<file path="config.mk">
export PLATFORM = sky130hd
export DESIGN_NAME = burst_sram_ctrl
export DESIGN_NICKNAME = d
export VERILOG_FILES = /design/src/rtl/bsram_pkg.sv /design/src/rtl/bsram_wmerge.sv /design/src/rtl/bsram_ctl.sv /design/src/rtl/bsram_addr.sv /design/src/rtl/bsram_array.sv /design/src/rtl/bsram_oreg.sv /design/src/rtl/burst_sram_ctrl.sv
export SDC_FILE = /design/constraint.sdc
export NUM_CORES = 2
export LEC_CHECK = 0
export BUFFER_PORTS_ARGS = -buffer_cell sky130_fd_sc_hd__buf_2
export CAP_MARGIN = 40
export CORE_MARGIN = 4
export CORE_UTILIZATION = 40
export DETAILED_ROUTE_END_ITERATION = 12
export PLACE_DENSITY = 0.58
export SLEW_MARGIN = 20
export SYNTH_ARGS = -nofsm -noshare
export SYNTH_HDL_FRONTEND = slang
export SYNTH_SLANG_ARGS = --single-unit
</file>
<file path="constraint.sdc">
create_clock -name clk -period 2.5 [get_ports clk]
set_input_delay 0.5 -clock clk [delete_from_list [all_inputs] [get_ports clk]]
set_output_delay 0.5 -clock clk [all_outputs]
set_load 0.01 [all_outputs]
</file>
<file path="src/rtl/bsram_pkg.sv">
package bsram_pkg;

   typedef enum logic [1:0] {
      OP_IDLE = 2'b00,
      OP_RD   = 2'b01,
      OP_WR   = 2'b10
   } op_e;

   typedef enum logic [2:0] {
      CMD_NOP   = 3'd0,
      CMD_DESEL = 3'd1,
      CMD_LOAD  = 3'd2,
      CMD_STEP  = 3'd3,
      CMD_HOLD  = 3'd4
   } cmd_e;

endpackage

</file>
<file path="src/rtl/bsram_wmerge.sv">
module bsram_wmerge #(
   parameter int LANES = 4
) (
   input  logic             gwr_n,
   input  logic             bwr_n,
   input  logic [LANES-1:0] lane_wr_n,
   output logic [LANES-1:0] lane_en,
   output logic             wr_n
);

   genvar g;
   generate
      for (g = 0; g < LANES; g++) begin : g_lane
         assign lane_en[g] = !gwr_n || (!bwr_n && !lane_wr_n[g]);
      end
   endgenerate

   // merged level is low when any lane would be stored
   assign wr_n = !(|lane_en);

endmodule

</file>
<file path="src/rtl/bsram_ctl.sv">
module bsram_ctl
   import bsram_pkg::*;
(
   input  logic clk,
   input  logic rst_n,
   input  logic sleep,
   input  logic sel1_n,
   input  logic sel2,
   input  logic sel3_n,
   input  logic pstrb_n,
   input  logic cstrb_n,
   input  logic adv_n,
   input  logic wr_n,
   output cmd_e cmd,
   output op_e  op_q,
   output logic mem_we
);

   logic psel;
   logic strobe;
   logic chip_on;
   op_e  nxt_op;

   assign psel    = !pstrb_n && !sel1_n;
   assign strobe  = psel || !cstrb_n;
   assign chip_on = !sel1_n && sel2 && !sel3_n;

   always_comb begin
      cmd    = CMD_NOP;
      nxt_op = OP_IDLE;
      if (!sleep) begin
         if (strobe) begin
            if (chip_on) begin
               cmd    = CMD_LOAD;
               nxt_op = (psel || wr_n) ? OP_RD : OP_WR;
            end else begin
               cmd    = CMD_DESEL;
            end
         end else if (op_q != OP_IDLE) begin
            cmd    = adv_n ? CMD_HOLD : CMD_STEP;
            nxt_op = wr_n ? OP_RD : OP_WR;
         end
      end
   end

   assign mem_we = (nxt_op == OP_WR);

   always_ff @(posedge clk or negedge rst_n) begin
      if (!rst_n) op_q <= OP_IDLE;
      else        op_q <= nxt_op;
   end

   // a sleeping edge never opens a cycle
   a_r12_sleep_closes: assert property (@(posedge clk) disable iff (!rst_n)
      sleep |=> (op_q == OP_IDLE));

endmodule

</file>
<file path="src/rtl/bsram_addr.sv">
module bsram_addr
   import bsram_pkg::*;
#(
   parameter int ADDR_W  = 6,
   parameter int BURST_W = 2
) (
   input  logic              clk,
   input  logic              rst_n,
   input  cmd_e              cmd,
   input  logic [ADDR_W-1:0] addr_in,
   output logic [ADDR_W-1:0] addr_nxt,
   output logic [ADDR_W-1:0] addr_q
);

   logic [ADDR_W-1:0] stepped;

   generate
      if (BURST_W >= ADDR_W) begin : g_full
         assign stepped = addr_q + ADDR_W'(1);
      end else begin : g_split
         logic [BURST_W-1:0] low_inc;
         assign low_inc = addr_q[BURST_W-1:0] + BURST_W'(1);
         assign stepped = {addr_q[ADDR_W-1:BURST_W], low_inc};
      end
   endgenerate

   always_comb begin
      case (cmd)
         CMD_LOAD: addr_nxt = addr_in;
         CMD_STEP: addr_nxt = stepped;
         default:  addr_nxt = addr_q;
      endcase
   end

   always_ff @(posedge clk or negedge rst_n) begin
      if (!rst_n) addr_q <= '0;
      else        addr_q <= addr_nxt;
   end

   // a suspend keeps the registered address
   a_r7_hold_keeps: assert property (@(posedge clk) disable iff (!rst_n)
      (cmd == CMD_HOLD) |=> $stable(addr_q));

endmodule

</file>
<file path="src/rtl/bsram_array.sv">
module bsram_array #(
   parameter int ADDR_W = 6,
   parameter int LANES  = 4,
   parameter int LANE_W = 8
) (
   input  logic                    clk,
   input  logic                    we,
   input  logic [LANES-1:0]        lane_en,
   input  logic [ADDR_W-1:0]       waddr,
   input  logic [LANES*LANE_W-1:0] wdata,
   input  logic [ADDR_W-1:0]       raddr,
   output logic [LANES*LANE_W-1:0] rdata
);

   localparam int DEPTH = 1 << ADDR_W;

   genvar g;
   generate
      for (g = 0; g < LANES; g++) begin : g_lane
         logic [LANE_W-1:0] mem [DEPTH];

         always_ff @(posedge clk) begin
            if (we && lane_en[g]) mem[waddr] <= wdata[g*LANE_W +: LANE_W];
         end

         assign rdata[g*LANE_W +: LANE_W] = mem[raddr];
      end
   endgenerate

endmodule

</file>
<file path="src/rtl/bsram_oreg.sv">
module bsram_oreg
   import bsram_pkg::*;
#(
   parameter int DATA_W = 32
) (
   input  logic              clk,
   input  logic              rst_n,
   input  logic              sleep,
   input  logic              oe_n,
   input  op_e               op_q,
   input  logic [DATA_W-1:0] rdata,
   output logic [DATA_W-1:0] dq_out,
   output logic              dq_oe
);

   logic ready_q;

   always_ff @(posedge clk or negedge rst_n) begin
      if (!rst_n) begin
         ready_q <= 1'b0;
         dq_out  <= '0;
      end else begin
         ready_q <= (op_q == OP_RD) && !sleep;
         if (op_q == OP_RD) dq_out <= rdata;
      end
   end

   // enable is combinational in oe_n and sleep; writes and idle mask it
   assign dq_oe = ready_q && (op_q == OP_RD) && !oe_n && !sleep;

   // never drive during a registered write
   a_r11_write_masks: assert property (@(posedge clk) disable iff (!rst_n)
      (op_q == OP_WR) |-> !dq_oe);

   // the first cycle of a fresh read presents nothing
   a_r9_latency: assert property (@(posedge clk) disable iff (!rst_n)
      ((op_q == OP_IDLE) || (op_q == OP_WR)) |=> !dq_oe);

endmodule

</file>
<file path="src/rtl/burst_sram_ctrl.sv">
module burst_sram_ctrl
   import bsram_pkg::*;
#(
   parameter int ADDR_W  = 6,
   parameter int BURST_W = 2,
   parameter int LANES   = 4,
   parameter int LANE_W  = 8
) (
   input  logic                    clk,
   input  logic                    rst_n,
   input  logic                    sleep,
   input  logic                    sel1_n,
   input  logic                    sel2,
   input  logic                    sel3_n,
   input  logic                    pstrb_n,
   input  logic                    cstrb_n,
   input  logic                    adv_n,
   input  logic                    gwr_n,
   input  logic                    bwr_n,
   input  logic [LANES-1:0]        lane_wr_n,
   input  logic                    oe_n,
   input  logic [ADDR_W-1:0]       addr_in,
   input  logic [LANES*LANE_W-1:0] dq_in,
   output logic [LANES*LANE_W-1:0] dq_out,
   output logic                    dq_oe
);

   localparam int DATA_W = LANES * LANE_W;

   generate
      if (ADDR_W < 1 || ADDR_W > 12) begin : g_bad_aw
         $error("burst_sram_ctrl: ADDR_W must lie in 1..12");
      end
      if (BURST_W < 1 || BURST_W > ADDR_W) begin : g_bad_bw
         $error("burst_sram_ctrl: BURST_W must lie in 1..ADDR_W");
      end
      if (LANES < 1 || LANE_W < 1) begin : g_bad_lane
         $error("burst_sram_ctrl: LANES and LANE_W must be positive");
      end
   endgenerate

   logic [LANES-1:0]  lane_en;
   logic              wr_n;
   cmd_e              cmd;
   op_e               op_q;
   logic              mem_we;
   logic [ADDR_W-1:0] addr_nxt;
   logic [ADDR_W-1:0] addr_q;
   logic [DATA_W-1:0] rdata;

   bsram_wmerge #(.LANES(LANES)) u_merge (
      .gwr_n     (gwr_n),
      .bwr_n     (bwr_n),
      .lane_wr_n (lane_wr_n),
      .lane_en   (lane_en),
      .wr_n      (wr_n)
   );

   bsram_ctl u_ctl (
      .clk     (clk),
      .rst_n   (rst_n),
      .sleep   (sleep),
      .sel1_n  (sel1_n),
      .sel2    (sel2),
      .sel3_n  (sel3_n),
      .pstrb_n (pstrb_n),
      .cstrb_n (cstrb_n),
      .adv_n   (adv_n),
      .wr_n    (wr_n),
      .cmd     (cmd),
      .op_q    (op_q),
      .mem_we  (mem_we)
   );

   bsram_addr #(.ADDR_W(ADDR_W), .BURST_W(BURST_W)) u_addr (
      .clk      (clk),
      .rst_n    (rst_n),
      .cmd      (cmd),
      .addr_in  (addr_in),
      .addr_nxt (addr_nxt),
      .addr_q   (addr_q)
   );

   bsram_array #(.ADDR_W(ADDR_W), .LANES(LANES), .LANE_W(LANE_W)) u_array (
      .clk     (clk),
      .we      (mem_we),
      .lane_en (lane_en),
      .waddr   (addr_nxt),
      .wdata   (dq_in),
      .raddr   (addr_q),
      .rdata   (rdata)
   );

   bsram_oreg #(.DATA_W(DATA_W)) u_oreg (
      .clk    (clk),
      .rst_n  (rst_n),
      .sleep  (sleep),
      .oe_n   (oe_n),
      .op_q   (op_q),
      .rdata  (rdata),
      .dq_out (dq_out),
      .dq_oe  (dq_oe)
   );

   // processor strobe on a selected chip opens a read at the pins' address
   a_r1_pstrb_reads: assert property (@(posedge clk) disable iff (!rst_n)
      (!sleep && !pstrb_n && !sel1_n && sel2 && !sel3_n)
      |=> (op_q == OP_RD) && (addr_q == $past(addr_in)));

   // controller strobe with sel1_n high deselects
   a_r2_cstrb_sel1_off: assert property (@(posedge clk) disable iff (!rst_n)
      (!sleep && !cstrb_n && sel1_n) |=> (op_q == OP_IDLE));

   // a strobe on a partly selected chip deselects and floats the bus
   a_r3_desel_floats: assert property (@(posedge clk) disable iff (!rst_n)
      (!sleep && ((!pstrb_n && !sel1_n) || !cstrb_n) && (!sel2 || sel3_n))
      |=> (op_q == OP_IDLE) && !dq_oe);

   // controller strobe with an active write level opens a write
   a_r4_cstrb_writes: assert property (@(posedge clk) disable iff (!rst_n)
      (!sleep && pstrb_n && !cstrb_n && !sel1_n && sel2 && !sel3_n && !gwr_n)
      |=> (op_q == OP_WR) && (addr_q == $past(addr_in)));

   // burst step counts the low bits and keeps the upper bits
   a_r6_burst_step: assert property (@(posedge clk) disable iff (!rst_n)
      (!sleep && pstrb_n && cstrb_n && !adv_n && (op_q != OP_IDLE))
      |=> (addr_q[BURST_W-1:0] == BURST_W'($past(addr_q[BURST_W-1:0]) + 1'b1))
          && ((addr_q >> BURST_W) == ($past(addr_q) >> BURST_W)));

   // no store on an edge where the processor strobe counts
   a_r8_no_pstrb_write: assert property (@(posedge clk) disable iff (!rst_n)
      (!pstrb_n && !sel1_n) |-> !mem_we);

   // sleep floats the bus and blocks stores
   a_r12_sleep_quiet: assert property (@(posedge clk) disable iff (!rst_n)
      sleep |-> (!dq_oe && !mem_we));

endmodule

</file>
# After elaboration in Yosys (flattened, before gate mapping)
# Memories as Yosys holds them, arrays and structs flattened. A register that Yosys moved wholly into a read port is not among the register bits.
# Cells that the tools add are included.
dict set report op_classes {
  shifts 0
  mul 0
  n_eq_ne 4
  n_reduce_logical 40
  magnitude_cmp 0
  n_div 0
  bitwise_logic 0
  addsub 1
  n_mux 20
}
# operator n
set ops {}
lappend ops {{1-bit logical NOT} 17}
lappend ops {{1-bit logical AND} 15}
lappend ops {{2-bit 2-to-1 mux} 7}
lappend ops {{3-bit 2-to-1 mux} 4}
lappend ops {{6-bit case mux with 2 select lines} 1}
lappend ops {{1-bit 2-to-1 mux} 8}
lappend ops {{3-bit by 2-bit == test with 1-bit output, second input constant} 2}
lappend ops {{1-bit logical OR} 6}
lappend ops {{4-bit OR reduction} 1}
lappend ops {{2-bit by 1-bit adder with 2-bit output, second input constant} 1}
lappend ops {{2-bit by 1-bit == test with 1-bit output, second input constant} 1}
lappend ops {{2-bit == test, second input constant} 1}
lappend ops {{2-bit nonzero test} 1}
dict set report word_totals {
  in_bits 54
  mem_bits_rw 2048
  rom_bits 0
  latch_bits 0
  n_memories 4
  ff_bits 9
}
# name words width rd rd_clocked_by_memory_dff wr line_no
set mem_list {}
lappend mem_list {{u_array.g_lane[0].mem} 64 8 1 1 1 bsram_array.sv:20} ;# logic [LANE_W-1:0] mem [DEPTH];
lappend mem_list {{u_array.g_lane[1].mem} 64 8 1 1 1 bsram_array.sv:20}
lappend mem_list {{u_array.g_lane[2].mem} 64 8 1 1 1 bsram_array.sv:20}
lappend mem_list {{u_array.g_lane[3].mem} 64 8 1 1 1 bsram_array.sv:20}

# Longest topological paths before layout
dict set report depth {
  ltp_word 14
  ltp_mapped 9
  depth_no_buf 6
}

# Modules after synthesis
# From an unflattened synthesis, not the netlist that was laid out.
dict set report unflattened {
  hier_cells 3693
  hier_area_um2 80531.0
}
# module area_per_inst_um2 instances cells_per_inst seq_area_each_um2
set modules_own_cells {}
lappend modules_own_cells {bsram_array 78650.4 1 3575 61499.0}
lappend modules_own_cells {bsram_oreg 1390.1 1 72 825.8}
lappend modules_own_cells {bsram_addr 282.8 1 21 150.1}
lappend modules_own_cells {bsram_ctl 172.7 1 19 50.0}
lappend modules_own_cells {bsram_wmerge 35.0 1 6 0.0}

# Worst setup path before layout
# No wires, ideal clock.
dict set report synth_path {
  kind {input -> register}
  startpoint {input sleep}
  endpoint {memory u_array.g_lane[1].mem[11][0], enable pin}
  path_buffers 2
  setup_ps 383
  setup_slack_ps -351
  arrival_ps 2468
  required_time_ps 2117
  cell_stages 6
  path_cell_list {buf_2 -> or2_1 -> buf_1 -> nor4b_2 -> nand2_1 -> nor3_1}
}
dict set report synth_via {
  elab_chain_cells 5
}
# item line_no
set synth_lines {}
lappend synth_lines {{from (decl)} burst_sram_ctrl.sv:11} ;# input logic sleep,
lappend synth_lines {{2-bit 2-to-1 mux} bsram_ctl.sv:31} ;# if (!sleep) begin
lappend synth_lines {{2-bit == test} bsram_ctl.sv:46} ;# assign mem_we = (nxt_op == OP_WR);
lappend synth_lines {{1-bit logical AND} bsram_array.sv:23} ;# if (we && lane_en[g]) mem[waddr] <= wdata[g*LANE_W +: LANE_W];
lappend synth_lines {{1-bit 2-to-1 mux} bsram_array.sv:23}
lappend synth_lines {{1-bit 2-to-1 mux (not written as such)} bsram_array.sv:23}
lappend synth_lines {{to (decl)} bsram_array.sv:20}
# Parallel ways exist; a longest one is shown, timed or not.

# Final worst setup path
dict set report layout_path {
  startpoint {register u_ctl.op_q[1]}
  endpoint {memory u_array.g_lane[0].mem[33][2], enable pin}
}
# item line_no
set layout_rtl {}
lappend layout_rtl {{from (decl)} bsram_ctl.sv:15} ;# output op_e op_q,
lappend layout_rtl {{from (signal assigned)} bsram_ctl.sv:50} ;# else op_q <= nxt_op;
lappend layout_rtl {{2-bit nonzero test (*)} bsram_ctl.sv:39} ;# end else if (op_q != OP_IDLE) begin
lappend layout_rtl {{3-bit 2-to-1 mux (*)} bsram_ctl.sv:39}
lappend layout_rtl {{3-bit 2-to-1 mux (*)} bsram_ctl.sv:32} ;# if (strobe) begin
lappend layout_rtl {{3-bit 2-to-1 mux (*)} bsram_ctl.sv:31}
lappend layout_rtl {{3-bit by 2-bit == test with 1-bit output} bsram_addr.sv:28} ;# case (cmd)
lappend layout_rtl {{6-bit case mux with 2 select lines (*)} bsram_addr.sv:28}
lappend layout_rtl {{net addr_nxt[0]} burst_sram_ctrl.sv:47} ;# logic [ADDR_W-1:0] addr_nxt;
lappend layout_rtl {{to (decl)} bsram_array.sv:20}
# The timed path passes the listed nets; every way through them passes the cells marked *.

==> impl_metrics.env <==
export IMPL_status="finished, violations left"
export IMPL_violations="setup timing"
export IMPL_synth_top_family_by_area="multiplexers"
export IMPL_synth_seq_cells=2089
export IMPL_dpl_hpwl_um=141400
export IMPL_insertion_delay_ns=0.84
export IMPL_drv_slew=0
export IMPL_synth_xor_xnor_area_share_pct=0
export IMPL_post_drt_wl_per_cell_um=27.66
export IMPL_finalNetCount=5337
export IMPL_grt_ovfl_total=0
export IMPL_grt_antenna_before_repair=17
export IMPL_synth_compound_area_share_pct=4.433
export IMPL_synth_edf_count=2048
export IMPL_clock_path_buffers=3
export IMPL_grt_max_degree=65
export IMPL_yosysMostFrequentCell="edfxtp_1"
export IMPL_setup_viol=1777
export IMPL_die_h_um=460.1
export IMPL_power_density_nw_per_um2=813.4
export IMPL_routed_wl_um=225000
export IMPL_synth_ff_type="edfxtp_1"
export IMPL_r2r_cells=9
export IMPL_portBuffers=86
export IMPL_netlist_area_um2=81760
export IMPL_root_buffer="clkbuf_16"
export IMPL_relSlewSlack_pct=49.89
export IMPL_fill_cells=16370
export IMPL_initial_core_util_pct=40.33
export IMPL_async_flop_share_pct=1.963
export IMPL_drt_pass1_iterations=5
export IMPL_cts_tree="done"
export IMPL_ios=87
export IMPL_ys_warnings_count=0
export IMPL_yosys_area_share_simple_pct=4.293
export IMPL_synth_adder_area_share_pct=0
export IMPL_dieArea_um2=211700
export IMPL_drtAntennaViolNets=0
export IMPL_netlist_instances=4526
export IMPL_timing_critical_path_buf_inv=4
export IMPL_yosysTopAreaCellShare_pct=75.22
export IMPL_start_kind="flop"
export IMPL_cpLargestDelayFamily="buffers and inverters"
export IMPL_drt_iter0_drc=4493
export IMPL_post_route_period_util_pct=106.9
export IMPL_core_um2=202700
export IMPL_vias=45030
export IMPL_finalHoldViolations=0
export IMPL_seqCellArea_um2=62540
export IMPL_drive_gt1_share_pct=30.46
export IMPL_fp_dieW_um=460.1
export IMPL_holdPathStages=3
export IMPL_crit_type="reg -> reg"
export IMPL_synth_cell_type_count=55
export IMPL_maxCapViolations=0
export IMPL_power_mw=83.37
export IMPL_period_needed_ns=2.673
export IMPL_tightest_slew_ns=0.7516
export IMPL_ir_worst_vdd_uv=617.8
export IMPL_crit_fanout=8
export IMPL_path_common_cell="buf_4"
export IMPL_synth_top_area_cell="edfxtp_1"
export IMPL_utilization_pct=50.56
export IMPL_cp_slowest_cell="dfrtp_1"
export IMPL_r2r_slack_ns=-0.17
export IMPL_stdcell_count=8134
export IMPL_timing_rr_start="u_ctl.op_q[1]$_DFF_PN0_"
export IMPL_multi_input_area_um2=20560
export IMPL_hp_class="in -> reg"
export IMPL_cts_htree_levels=4
export IMPL_gp_congestion=0.8569
export IMPL_path_cells="o221ai_1 > buf_4 > or2_4 > o311a_4 > inv_4 > nand4_1 > buf_4 > clkbuf_16 > nor2_4"
export IMPL_hold_start="addr_in[5]"
export IMPL_setup_ws_ns=-0.1730
export IMPL_rr_endpoint="u_array.g_lane[0].mem[33][2]$_DFFE_PP_"
export IMPL_grt_pass1_vias=45100
export IMPL_placed_cells=7650
export IMPL_fmax_ghz=0.3741
export IMPL_synth_mux_area_fraction_pct=13.08
export IMPL_drc=0
export IMPL_syn_to_final_growth_pct=25.37
export IMPL_fp_row_count=165
export IMPL_p_leak_nw=34.83
export IMPL_whs_endpoint="u_addr.addr_q[5]$_DFF_PN0_"
export IMPL_worstPathRequired_ns=3.02
export IMPL_synthesis_nets=4580
export IMPL_final_setup_tns_ns=-101.77
export IMPL_crit_arrival_ns=3.19
export IMPL_fin_skew_ns=0.04860
export IMPL_critPathCaptureType="flop"
export IMPL_grt_pass1_wl_um=318400
export IMPL_synth_top_cells_by_count="edfxtp_1, mux2i_1, nor2_1, a22oi_1, nand2_1"
export IMPL_grt_usage_pct=20.68
export IMPL_ys_top_cells_by_area="edfxtp_1, mux2i_1, mux4_2"
export IMPL_rsz0062_at_grt="true"
export IMPL_numClockSinks=2089
export IMPL_cpPeakStageDelay_ns=0.37
export IMPL_ys_seq_area_share_pct=76.48
export IMPL_clkSlewWorstSetupHoldPaths_ns=0.06
export IMPL_viasPerCell=5.537
export IMPL_syn_area_per_cell_um2=18.06
export IMPL_cts_buffers=210
## worst reg2reg max path, delay by kind of cell, from the launching register on
kind                   cells  cell delay, ns
AND/OR/NAND/NOR            3            0.77
buffers and inverters      4            0.73
AO/OA/AOI/OAI              2            0.51
flip-flops                 1            0.37
## sequential cells by signal, summed over array words and instances (netlist names)
name                count
u_array.g_lane.mem   2048
u_oreg.dq_out          32
u_addr.addr_q           6
u_ctl.op_q              2
u_oreg.ready_q          1
## routing by layer
| metal | wire length (µm) | vias up | global-route usage, % | share of wire [%] |
|---|---|---|---|---|
| met1 | 95760 | 23310 | 28.66 | 43 |
| met4 | 6737 | 14 | 6.240 | 3.0 |
| met3 | 15130 | 311 | 3.801 | 6.7 |
| met5 | 90 | - | 0 | 0.040 |
| met2 | 107200 | 1648 | 33.39 | 48 |
| li1 | - | 19750 | - | - |
## layout make-up
| class | count | area share, % |
|---|---|---|
| inverters | 3 | 0.01343 |
| well taps | 2672 | 3.262 |
| diodes | 3 | 0.007324 |
| multi-input cells | 2148 | 20.06 |
| clock buffers | 255 | 5.400 |
| repair buffers | 831 | 8.932 |
| flip-flops and latches | 2089 | 61.01 |
| clock inverters | 133 | 1.313 |
## stage by stage
stage                     setup slack, ns  area [µm²]  hold WS (ns)
final                             -0.1730      102500        0.1073
after global routing              -0.2155      102500       0.05325
after CTS                         -0.1653      100600       0.02380
after detailed placement          -0.7508       91710        0.5146
after global placement            -0.7434       91710        0.5167
after floorplan                   -0.1907       82400        0.2044
## kinds of logic (layout without fill, tap and decap cells)
kind of cell    after synthesis  in the layout
flops                      2089           2089
other cells                   0              3
compound gates              499            499
mux                         908            908
simple gates                741            741
buf+inv                     289           1222
## cell usage in the layout, fill, tap and decap left out, types with 41 or more instances in the layout
master | Yosys | layout
edfxtp_1 | 2048 | 2048
mux2i_1 | 776 | 772
buf_4 | 29 | 433
a22oi_1 | 256 | 224
clkbuf_16 | 0 | 222
nor2_1 | 296 | 185
buf_12 | 0 | 166
mux4_2 | 128 | 128
buf_6 | 7 | 97
nor2_4 | 0 | 92
o22ai_1 | 96 | 90
nand2_1 | 135 | 87
buf_2 | 126 | 85
nor3_4 | 0 | 72
nand3_1 | 68 | 68
and3_1 | 62 | 60
clkinv_2 | 0 | 48
clkinv_1 | 0 | 41
## worst max-delay path by stage
stage                     slack (ns)                     from                                      to  cells past startpoint
after global placement         -0.74                   sel1_n  u_array.g_lane[2].mem[17][5]$_DFFE_PP_                     10
after detailed placement       -0.75                   sel3_n  u_array.g_lane[3].mem[20][3]$_DFFE_PP_                      9
after CTS                      -0.17  u_ctl.op_q[1]$_DFF_PN0_                                   dq_oe                      5
final                          -0.17  u_ctl.op_q[1]$_DFF_PN0_  u_array.g_lane[0].mem[33][2]$_DFFE_PP_                      9
after global routing           -0.22  u_ctl.op_q[1]$_DFF_PN0_  u_array.g_lane[0].mem[41][7]$_DFFE_PP_                      9
after floorplan                -0.19                    sleep   u_array.g_lane[0].mem[3][0]$_DFFE_PP_                      6
## where the power goes
| group | internal (mW) | switching [mW] | leakage, nW |
|---|---|---|---|
| combinational | 5.37 | 7.68 | 12.6 |
| clock | 18.0 | 13.3 | 3.39 |
| sequential | 38.7 | 0.392 | 18.9 |
## repair_timing
item,in CTS,in global routing
pin swaps,57,97
resized for setup,393,280
setup buffers,23,54
hold endpoints to repair,43,0
hold buffers,2,0
gates cloned,8,11
setup endpoints to repair,2040,2015
Power figures use the tool's default switching activity.
